`src/rtl/wallace_pkg.sv`:
```
package wallace_pkg;

  localparam int MAX_STAGES = 32;

  // load strobes from control to datapath, one per register bank
  typedef struct packed {
    logic [MAX_STAGES-1:0] loadEn;
  } strobe_t;

  // rows left after one 3:2 level
  function automatic int rowsAfter(input int r);
    return 2 * (r / 3) + (r % 3);
  endfunction

  function automatic int rowsAtLevel(input int m, input int l);
    int r;
    r = m;
    for (int i = 0; i < l; i++) r = rowsAfter(r);
    return r;
  endfunction

  function automatic int levelCount(input int m);
    int r;
    int n;
    r = m;
    n = 0;
    while (r > 2) begin
      r = rowsAfter(r);
      n++;
    end
    return n;
  endfunction

  // tree is always built on at least three rows
  function automatic int padRows(input int m);
    return (m < 3) ? 3 : m;
  endfunction

endpackage

```
`src/rtl/wallace_csa.sv`:
```
module wallace_csa #(
  parameter int W = 16
) (
  input  logic [W-1:0] inA,
  input  logic [W-1:0] inB,
  input  logic [W-1:0] inC,
  output logic [W-1:0] sumRow,
  output logic [W-1:0] carryRow
);

  logic [W-1:0] majority;

  assign sumRow   = inA ^ inB ^ inC;
  assign majority = (inA & inB) | (inA & inC) | (inB & inC);
  // carries weigh one position more; top bit drops out of the product width
  assign carryRow = {majority[W-2:0], 1'b0};

endmodule

```
`src/rtl/wallace_datapath.sv`:
```
module wallace_datapath
  import wallace_pkg::*;
#(
  parameter int N    = 8,
  parameter int M    = 8,
  parameter bit PIPE = 1'b1
) (
  input  logic           clk,
  input  logic           rstN,
  input  logic [N-1:0]   opA,
  input  logic [M-1:0]   opB,
  input  strobe_t        strobes,
  output logic [N+M-1:0] product
);

  localparam int W    = N + M;
  localparam int PPR  = padRows(M);
  localparam int LVLS = levelCount(PPR);

  logic [W-1:0] ppRows [PPR];
  logic [W-1:0] sumFinal;

  // partial products: opA gated by each bit of opB, placed at its weight
  for (genvar j = 0; j < PPR; j++) begin : g_pp
    if (j < M) begin : g_real
      assign ppRows[j] = ({W{opB[j]}} & W'(opA)) << j;
    end else begin : g_pad
      assign ppRows[j] = '0;
    end
  end

  // carry-save reduction levels
  for (genvar l = 0; l < LVLS; l++) begin : lvl
    localparam int NIN  = rowsAtLevel(PPR, l);
    localparam int NOUT = rowsAfter(NIN);
    localparam int GRP  = NIN / 3;
    localparam int LEFT = NIN - 3 * GRP;

    logic [W-1:0] rowsIn   [NIN];
    logic [W-1:0] rowsNext [NOUT];
    logic [W-1:0] rowsQ    [NOUT];

    for (genvar k = 0; k < NIN; k++) begin : g_in
      if (l == 0) begin : g_first
        assign rowsIn[k] = ppRows[k];
      end else begin : g_chain
        assign rowsIn[k] = lvl[l-1].rowsQ[k];
      end
    end

    for (genvar g = 0; g < GRP; g++) begin : g_grp
      wallace_csa #(.W(W)) u_csa (
        .inA     (rowsIn[3*g]),
        .inB     (rowsIn[3*g+1]),
        .inC     (rowsIn[3*g+2]),
        .sumRow  (rowsNext[2*g]),
        .carryRow(rowsNext[2*g+1])
      );
    end

    for (genvar k = 0; k < LEFT; k++) begin : g_pass
      assign rowsNext[2*GRP+k] = rowsIn[3*GRP+k];
    end

    if (PIPE) begin : g_reg
      always_ff @(posedge clk or negedge rstN) begin
        if (!rstN) begin
          for (int k = 0; k < NOUT; k++) rowsQ[k] <= '0;
        end else if (strobes.loadEn[l]) begin
          for (int k = 0; k < NOUT; k++) rowsQ[k] <= rowsNext[k];
        end
      end
    end else begin : g_wire
      for (genvar k = 0; k < NOUT; k++) begin : g_w
        assign rowsQ[k] = rowsNext[k];
      end
    end
  end

  // the only carry-propagate adder
  assign sumFinal = lvl[LVLS-1].rowsQ[0] + lvl[LVLS-1].rowsQ[1];

  if (PIPE) begin : g_outReg
    always_ff @(posedge clk or negedge rstN) begin
      if (!rstN)                     product <= '0;
      else if (strobes.loadEn[LVLS]) product <= sumFinal;
    end
  end else begin : g_outWire
    assign product = sumFinal;
  end

endmodule

```
`src/rtl/wallace_ctrl.sv`:
```
module wallace_ctrl
  import wallace_pkg::*;
#(
  parameter int LVLS = 4,
  parameter bit PIPE = 1'b1
) (
  input  logic    clk,
  input  logic    rstN,
  input  logic    validIn,
  output strobe_t strobes,
  output logic    validOut
);

  logic [LVLS:0] validQ;

  // stage k loads when a qualified pair is entering it
  always_comb begin
    strobes = '0;
    strobes.loadEn[0] = validIn;
    for (int k = 1; k <= LVLS; k++) strobes.loadEn[k] = validQ[k-1];
  end

  if (PIPE) begin : g_pipe
    always_ff @(posedge clk or negedge rstN) begin
      if (!rstN) validQ <= '0;
      else       validQ <= {validQ[LVLS-1:0], validIn};
    end
    assign validOut = validQ[LVLS];
  end else begin : g_comb
    assign validQ   = '0;
    assign validOut = validIn;
  end

endmodule

```
`src/rtl/wallace_mul.sv`:
```
module wallace_mul
  import wallace_pkg::*;
#(
  parameter int N    = 8,
  parameter int M    = 8,
  parameter bit PIPE = 1'b1
) (
  input  logic           clk,
  input  logic           rstN,
  input  logic           validIn,
  input  logic [N-1:0]   opA,
  input  logic [M-1:0]   opB,
  output logic           validOut,
  output logic [N+M-1:0] product
);

  localparam int LVLS = levelCount(padRows(M));

  strobe_t strobes;

  wallace_ctrl #(.LVLS(LVLS), .PIPE(PIPE)) u_ctrl (
    .clk     (clk),
    .rstN    (rstN),
    .validIn (validIn),
    .strobes (strobes),
    .validOut(validOut)
  );

  wallace_datapath #(.N(N), .M(M), .PIPE(PIPE)) u_dp (
    .clk    (clk),
    .rstN   (rstN),
    .opA    (opA),
    .opB    (opB),
    .strobes(strobes),
    .product(product)
  );

endmodule

```
`config.mk`:
```
export PLATFORM = sky130hd
export DESIGN_NAME = wallace_mul
export DESIGN_NICKNAME = d
export VERILOG_FILES = /design/src/rtl/wallace_pkg.sv /design/src/rtl/wallace_csa.sv /design/src/rtl/wallace_datapath.sv /design/src/rtl/wallace_ctrl.sv /design/src/rtl/wallace_mul.sv
export SDC_FILE = /design/constraint.sdc
export NUM_CORES = 1
export LEC_CHECK = 0
export BUFFER_PORTS_ARGS = -buffer_cell sky130_fd_sc_hd__buf_4
export CORE_UTILIZATION = 25
export CTS_CLUSTER_DIAMETER = 200
export DETAILED_ROUTE_END_ITERATION = 12
export PLACE_DENSITY_LB_ADDON = 0.1
export SYNTH_ARGS = -nofsm -noshare
export SYNTH_HDL_FRONTEND = slang
export SYNTH_SLANG_ARGS = --single-unit
```
`constraint.sdc`:
```
create_clock -name clk -period 3.2 [get_ports clk]
set_input_delay 0.16 -clock clk [delete_from_list [all_inputs] [get_ports clk]]
set_output_delay 0.16 -clock clk [all_outputs]
set_load 0.03 [all_outputs]
```
==> results of run 1 <==
[Yosys cell counts, drive strengths merged, types with 3 or more instances]
master  number
dfrtp      171
mux2       138
and2        44
fa          39
o21ai       29
ha          25
nand3       23
inv         22
buf         19
clkbuf       8
a21oi        7
nand2        7
nor2         7
a211oi       6
a21o         3
[per-stage QoR]
stage,total power [W],util
final,0.00698,0.295
after detailed placement,0.00509,0.277
after global placement,0.00508,0.277
after CTS,0.00713,0.295
after global routing,0.00751,0.295
after floorplan,0.00438,-
[critical path: cells and delay by family, from the launching register on]
| family | cells | cell delay, ns |
|---|---|---|
| DFF | 1 | 0.38 |
| adders and majority gates | 2 | 0.70 |
| and+or+nand+nor | 1 | 0.20 |
| AOI/OAI and AO/OA | 3 | 0.64 |
[cell families (layout without fill, tap and decap cells)]
group	count (synthesis)	in the layout	synth area share
AOI/OAI and AO/OA	58	58	0.0476
xor gates and xnor gates	1	1	0.00109
buffers and inverters	49	96	0.0262
and+or+nand+nor	94	94	0.0651
DFF	171	171	0.530
muxes	139	139	0.194
adders and majority gates	64	64	0.136
[sequential cells by signal, summed over array words and instances (netlist names)]
register,flops
u_dp.lvl.rowsQ,150
u_dp.product,16
u_ctrl.validQ,5
[layout by cell type, fill, tap and decap left out, drive strengths merged, types with 2 or more instances in the layout]
master,instances
a211oi,6
a21o,3
a21oi,7
and2,44
and3,2
buf,41
clkbuf,21
clkinvlp,6
dfrtp,171
fa,39
ha,25
inv,26
mux2,138
nand2,7
nand3,23
nand4,2
nor2,7
nor3,2
o211ai,2
o21ai,29
o2bb2ai,2
o31ai,2
or2,2
[cell type report]
class	count	area share
sequential	171	0.458
multi-input combinational	356	0.383
tap	402	0.0538
clock buffer	21	0.0504
timing repair buffer	42	0.0371
clock inverter	11	0.00911
inverter	22	0.00884
[worst paths after layout]
check | to | cells past startpoint | from | slack (ns)
worst max register to register | u_dp.product[11]$_DFFE_PN0P_ | 6 | u_dp.lvl[3].rowsQ[5]$_DFFE_PN0P_ | 1.18
max in group asynchronous | u_dp.lvl[1].rowsQ[7]$_DFFE_PN0P_ | 3 | rstN | 2.00
worst min register to register | u_dp.product[9]$_DFFE_PN0P_ | 1 | u_dp.product[9]$_DFFE_PN0P_ | 0.49
worst min-delay path | u_dp.lvl[0].rowsQ[27]$_DFFE_PN0P_ | 3 | opA[5] | 0.05
worst max-delay path | u_dp.product[11]$_DFFE_PN0P_ | 6 | u_dp.lvl[3].rowsQ[5]$_DFFE_PN0P_ | 1.18
min in group asynchronous | u_dp.lvl[0].rowsQ[12]$_DFFE_PN0P_ | 2 | rstN | 0.34
[timing repair]
action / in CTS / in global routing
hold buffers: 1 / 0
hold endpoints to repair: 71 / 0
endpoints found under the setup margin: 0 / 0
[where the power goes]
| group | total (W) | switching (W) | internal, W |
|---|---|---|---|
| Combinational | 0.00198 | 0.00101 | 0.000966 |
| Sequential | 0.00306 | 0.000362 | 0.00269 |
| Clock | 0.00195 | 0.000885 | 0.00107 |
[metal layers]
layer / wire (µm) / track usage
met2: 6870 / 0.154
met3: 367 / 0.0243
met1: 9320 / 0.171
met4: 128 / 0.0264
met5: 0 / 0
==> impl_metrics.py, run 1 <==
metrics = {
    "run_status": {
        "outcome": "finished clean",
    },
    "place": {
        "gp_routability_congestion": 0.717,
        "dpl.cell_count": 992,
        "place_area_um2": 8780,
        "numPortBuffers": 35,
        "hpwl_after_detailed_placement_um": 11600,
        "dp_worst_setup_slack_ns": 1.20,
    },
    "layout": {
        "number_of_nets_in_the_layout": 693,
        "filler_cell_count": 3162,
        "final_layout_size_suffix_gt1_frac": 0.352,
        "sequential_cell_area_um2": 4280,
        "multi_input_gate_area_um2": 3580,
        "antennaDiodeCount": 0,
        "fin_area_um2": 9340,
        "area_growth_syn_to_layout_pct": 15.8,
        "post_layout_nonfiller_instances": 1025,
    },
    "clock_tree": {
        "cts_inserted_buffers": 17,
        "ctsRootBufferMaster": "clkbuf_16",
        "clock_tree.buffer_depth": 2,
        "cts_setup_buffers": 0,
        "cts_num_sinks": 171,
        "clkLatencyLatePin_ns": 0.41,
        "ctsHtreeMaxLevel": 4,
        "clkSlewWorstSetupHoldPaths_ns": 0.07,
        "cts.repair.resized": 0,
        "cts_tree": "yes",
    },
    "logic_synthesis": {
        "synth_cell_types": 44,
        "syn_area_per_cell_um2": 14.0,
        "synth_enable_flop_cells": 0,
        "synthCells": 576,
        "syn-cell-area_um2": 8070,
        "synth-main-ff-cell": "dfrtp_1",
        "synth.largest_area_cell": "dfrtp_1",
        "yosys_warnings": 0,
        "post_synth_main_area_contributors": "dfrtp_1 (53%), mux2_2 (19%), fa_1 (9.7%), ha_1 (3.9%), and2_1 (3.4%)",
        "ys_seq_area_frac": 0.530,
        "synth_top_area_share": 0.530,
        "ys_seq_elements": 171,
        "postSynth.asyncResetShare": 1.00,
        "syn-num-nets": 659,
    },
    "grt": {
        "grt_first_pass_wirelength_um": 28400,
        "grtUsageTotal": 0.111,
        "grt_antenna_before_repair": 0,
        "grt_max_degree": 75,
        "grt_pass1_vias": 4816,
        "globalRouteOverflowTotal": 0,
    },
    "sta": {
        "setup_viol": 0,
        "final-hold-violation-count": 0,
        "min_period_over_period": 0.630,
        "finalWorstSetupSlack_ns": 1.18,
        "clock_skew_ns": 0.0134,
        "holdWs_ns": 0.0544,
        "final_layout_setup_total_negative_slack_ns": 0,
        "setup_repair_after_global_routing_missed_its_margin": "false",
        "fin_crit_ns": 2.02,
        "final_max_slew_viol_count": 0,
        "relSlewSlack": 0.245,
        "max_slew.worst_pin.slew_ns": 1.13,
        "max_clock_freq_ghz": 0.496,
    },
    "pwr": {
        "power_density_nw_per_um2": 748,
        "max-vdd-ir-drop_mv": 0.344,
        "cellLeakagePower_nw": 4.24,
    },
    "flow_run": {
        "maxCapViolCount": 0,
    },
    "floorplan": {
        "core-area_um2": 31600,
        "start_util": 0.255,
        "io-pin-count": 36,
        "die-height_um": 182,
        "die-area_um2": 33000,
        "rows": 65,
        "dieWidth_um": 182,
    },
    "min_path": {
        "min_path_type": "in2reg",
    },
    "route": {
        "vias_per_inst": 4.30,
        "drt-initial-drc-count": 151,
        "via_count": 4409,
        "routed_wirelength_um": 16700,
        "drt_drc_violations_left": 0,
        "drt_first_pass_iters": 4,
        "ant_nets": 0,
        "detail_route.wl_per_cell_um": 16.3,
    },
    "critical_path": {
        "cell_by_cell_listing_of_the_critical_path": "ha_1 -> fa_1 -> a211oi_2 -> o21ai_1 -> and3_1 -> o31ai_2",
        "setup.worst_path.end_class": "flip-flop",
        "crit_path_top_delay_cell": "fa_1",
        "timing.setup.critical_path_class": "reg2reg",
        "worst_ep_required_time_ns": 3.53,
        "critical_path.max_fanout": 4,
        "timing.critical_path.slowest_cell_delay_ns": 0.45,
        "critPathLaunchType": "flip-flop",
        "worst_ep_arrival_time_ns": 2.34,
    },
}
Power figures use the tool's default switching activity.
==> inputs of run 2 (changes only) <==
Clock period 3.2 ns to 1.9 ns, I/O delays scaled along.
==> run 2 against run 1 <==
  * Die area unchanged
  * Setup slack got worse by 1.1 ns
  * Non-clock buffer count increased by 25
  * Register-to-register slack got worse by 1.1 ns
  * Core utilization increased by 1.1 points
  * Sequential share of layout area decreased by 1.6 points
  * Flip-flop and latch count unchanged
  * Maximum frequency increased by 8.6%
  * Sequential power increased by 68%
  * Largest cell class unchanged
  * Largest power group unchanged
  * Highest routed layer unchanged
==> impl_metrics.py, run 2 (same netlist as run 1, synthesis figures left out) <==
metrics = {
    "clock_tree": {
        "clock_tree.buffer_depth": 2,
        "cts_num_sinks": 171,
        "ctsHtreeMaxLevel": 4,
        "clkLatencyLatePin_ns": 0.42,
        "cts_tree": "yes",
        "cts_inserted_buffers": 17,
        "clkSlewWorstSetupHoldPaths_ns": 0.07,
        "ctsRootBufferMaster": "clkbuf_16",
    },
    "pwr": {
        "p_sw_frac": 0.310,
        "comb_power_share": 0.281,
        "clock_network_power_share": 0.309,
        "fin_total_pwr_w": 0.0125,
        "max-vdd-ir-drop_mv": 0.592,
        "cellLeakagePower_nw": 4.40,
        "power.net_switching_w": 0.00388,
        "pwr-share-seq": 0.410,
        "p_int_w": 0.00864,
        "power_density_nw_per_um2": 1290,
    },
    "floorplan": {
        "io-pin-count": 36,
        "core-area_um2": 31600,
        "die-area_um2": 33000,
        "die-height_um": 182,
        "start_util": 0.255,
        "rows": 65,
        "dieWidth_um": 182,
    },
    "route": {
        "drt_drc_violations_left": 0,
        "vias_per_inst": 4.28,
        "detail_route.wl_per_cell_um": 15.8,
        "drt-initial-drc-count": 173,
        "drt_first_pass_iters": 5,
        "routed_wirelength_um": 16600,
        "via_count": 4497,
        "ant_nets": 0,
    },
    "critical_path": {
        "critical_path.max_fanout": 3,
        "r2r.worst_path.cells": 6,
        "timing.setup.critical_path_class": "reg2reg",
        "worst_ep_arrival_time_ns": 2.19,
        "critPathLaunchType": "flip-flop",
        "ff2ff_setup_slack_ns": 0.04,
        "setup.worst_path.end_class": "flip-flop",
        "worst_ep_required_time_ns": 2.23,
        "r2r-start": "u_dp.lvl[3].rowsQ[5]$_DFFE_PN0P_",
        "rr_endpoint": "u_dp.product[13]$_DFFE_PN0P_",
    },
    "layout": {
        "utilization_after_layout": 0.306,
        "commonest_non_fill_non_tap_cells_in_the_layout": "dfrtp_1 (171), mux2_2 (138), buf_4 (50)",
        "reg_top3": "u_dp.lvl.rowsQ: 150 flops, u_dp.product: 16 flops, u_ctrl.validQ: 5 flops",
        "final_layout_size_suffix_gt1_frac": 0.364,
        "area_growth_syn_to_layout_pct": 20.1,
        "largest_reg_flops": 150,
        "number_of_nets_in_the_layout": 718,
        "fin_area_um2": 9690,
        "regMostFlops": "u_dp.lvl.rowsQ",
        "mostFrequentLayoutCell": "dfrtp_1",
        "antennaDiodeCount": 0,
    },
    "sta": {
        "max_slew.worst_pin.slew_ns": 0.466,
        "setup_viol": 0,
        "min_period_over_period": 0.977,
        "final-hold-violation-count": 0,
        "clock_skew_ns": 0.0113,
        "final_max_slew_viol_count": 0,
        "fin_crit_ns": 1.86,
        "max_clock_freq_ghz": 0.539,
        "relSlewSlack": 0.686,
        "setup_repair_after_global_routing_missed_its_margin": "true",
    },
    "flow_run": {
        "maxCapViolCount": 0,
    },
    "min_path": {
        "hold-path-cell-count": 3,
        "min_path_type": "in2reg",
        "hold_end": "u_dp.lvl[0].rowsQ[25]$_DFFE_PN0P_",
        "worstHoldStart": "opB[6]",
    },
    "grt": {
        "grt_first_pass_wirelength_um": 28100,
        "grtUsageTotal": 0.111,
        "grt_pass1_vias": 4917,
        "grt_max_degree": 51,
        "globalRouteOverflowTotal": 0,
        "grt_antenna_before_repair": 0,
    },
    "place": {
        "hpwl_after_detailed_placement_um": 11800,
        "numPortBuffers": 35,
        "gp_routability_congestion": 0.722,
        "place_area_um2": 8870,
    },
    "run_status": {
        "outcome": "finished clean",
    },
}
==> run 2: how the worst max path moves through the flow <==
stage,start,to,slack [ns],cells past startpoint
4_1_cts,u_dp.lvl[3].rowsQ[5]$_DFFE_PN0P_,u_dp.product[13]$_DFFE_PN0P_,0.0002,6
2_1_floorplan,u_dp.lvl[3].rowsQ[5]$_DFFE_PN0P_,u_dp.product[11]$_DFFE_PN0P_,0.08,6
6_report,u_dp.lvl[3].rowsQ[5]$_DFFE_PN0P_,u_dp.product[13]$_DFFE_PN0P_,0.04,6
3_3_place_gp,u_dp.lvl[3].rowsQ[5]$_DFFE_PN0P_,u_dp.product[11]$_DFFE_PN0P_,-0.02,6
5_1_grt,u_dp.lvl[3].rowsQ[5]$_DFFE_PN0P_,u_dp.product[13]$_DFFE_PN0P_,-0.04,6
3_5_place_dp,u_dp.lvl[3].rowsQ[5]$_DFFE_PN0P_,u_dp.product[11]$_DFFE_PN0P_,-0.09,6
==> run 2: layout make-up <==
| cell class | count | area, µm² |
|---|---|---|
| Fill cell | 3166 | 21900 |
| Timing Repair Buffer | 67 | 577 |
| Inverter | 22 | 82.6 |
| Multi-Input combinational cell | 356 | 3600 |
| Clock inverter | 14 | 219 |
| Clock buffer | 18 | 429 |
| Tap cell | 402 | 503 |
| Sequential cell | 171 | 4280 |
==> run 2: power groups by stage <==
stage / registers [W] / logic, W / clock network (W)
CTS: 0.00515 / 0.00353 / 0.00401
detailed placement: 0.00523 / 0.00345 / 0
global route: 0.00529 / 0.00391 / 0.00415
global placement: 0.00518 / 0.00346 / 0
finish: 0.00513 / 0.00352 / 0.00387
floorplan: 0.00535 / 0.00203 / 0
==> run 2: critical path, cell delays in order, from the launching register on <==
cell      delay [ns]
dfrtp_1         0.38
ha_2            0.20
fa_2            0.37
a211oi_4        0.28
o211ai_1        0.16
and3_1          0.20
o31ai_1         0.18
==> run 2: stage by stage <==
step,hold slack (ns),instances,setup TNS [ns],setup slack [ns]
5_1_grt,0.00533,1050,-0.0359,-0.0359
4_1_cts,0.000396,1049,0,0.000196
3_5_place_dp,0.00328,1003,-0.194,-0.0859
6_report,0.0194,1050,0,0.0439
2_1_floorplan,-0.201,576,0,0.0764
3_3_place_gp,0.00417,1003,-0.0275,-0.0222
==> run 2: per-layer routing <==
metal	vias up	GRT usage	share of wire
li1	2121	-	-
met4	0	0.0302	0.0089
met2	61	0.159	0.43
met5	-	0	0
met3	9	0.0273	0.027
met1	2306	0.163	0.53
==> run 2: what timing repair did <==
| action | 4_1_cts | 5_1_grt |
|---|---|---|
| hold buffers | 13 | 0 |
| pin swaps | 3 | 4 |
| buffers inserted | 1 | 1 |
| endpoints found under the hold margin | 158 | 0 |
| resized for setup | 4 | 1 |
| setup endpoints to repair | 3 | 3 |
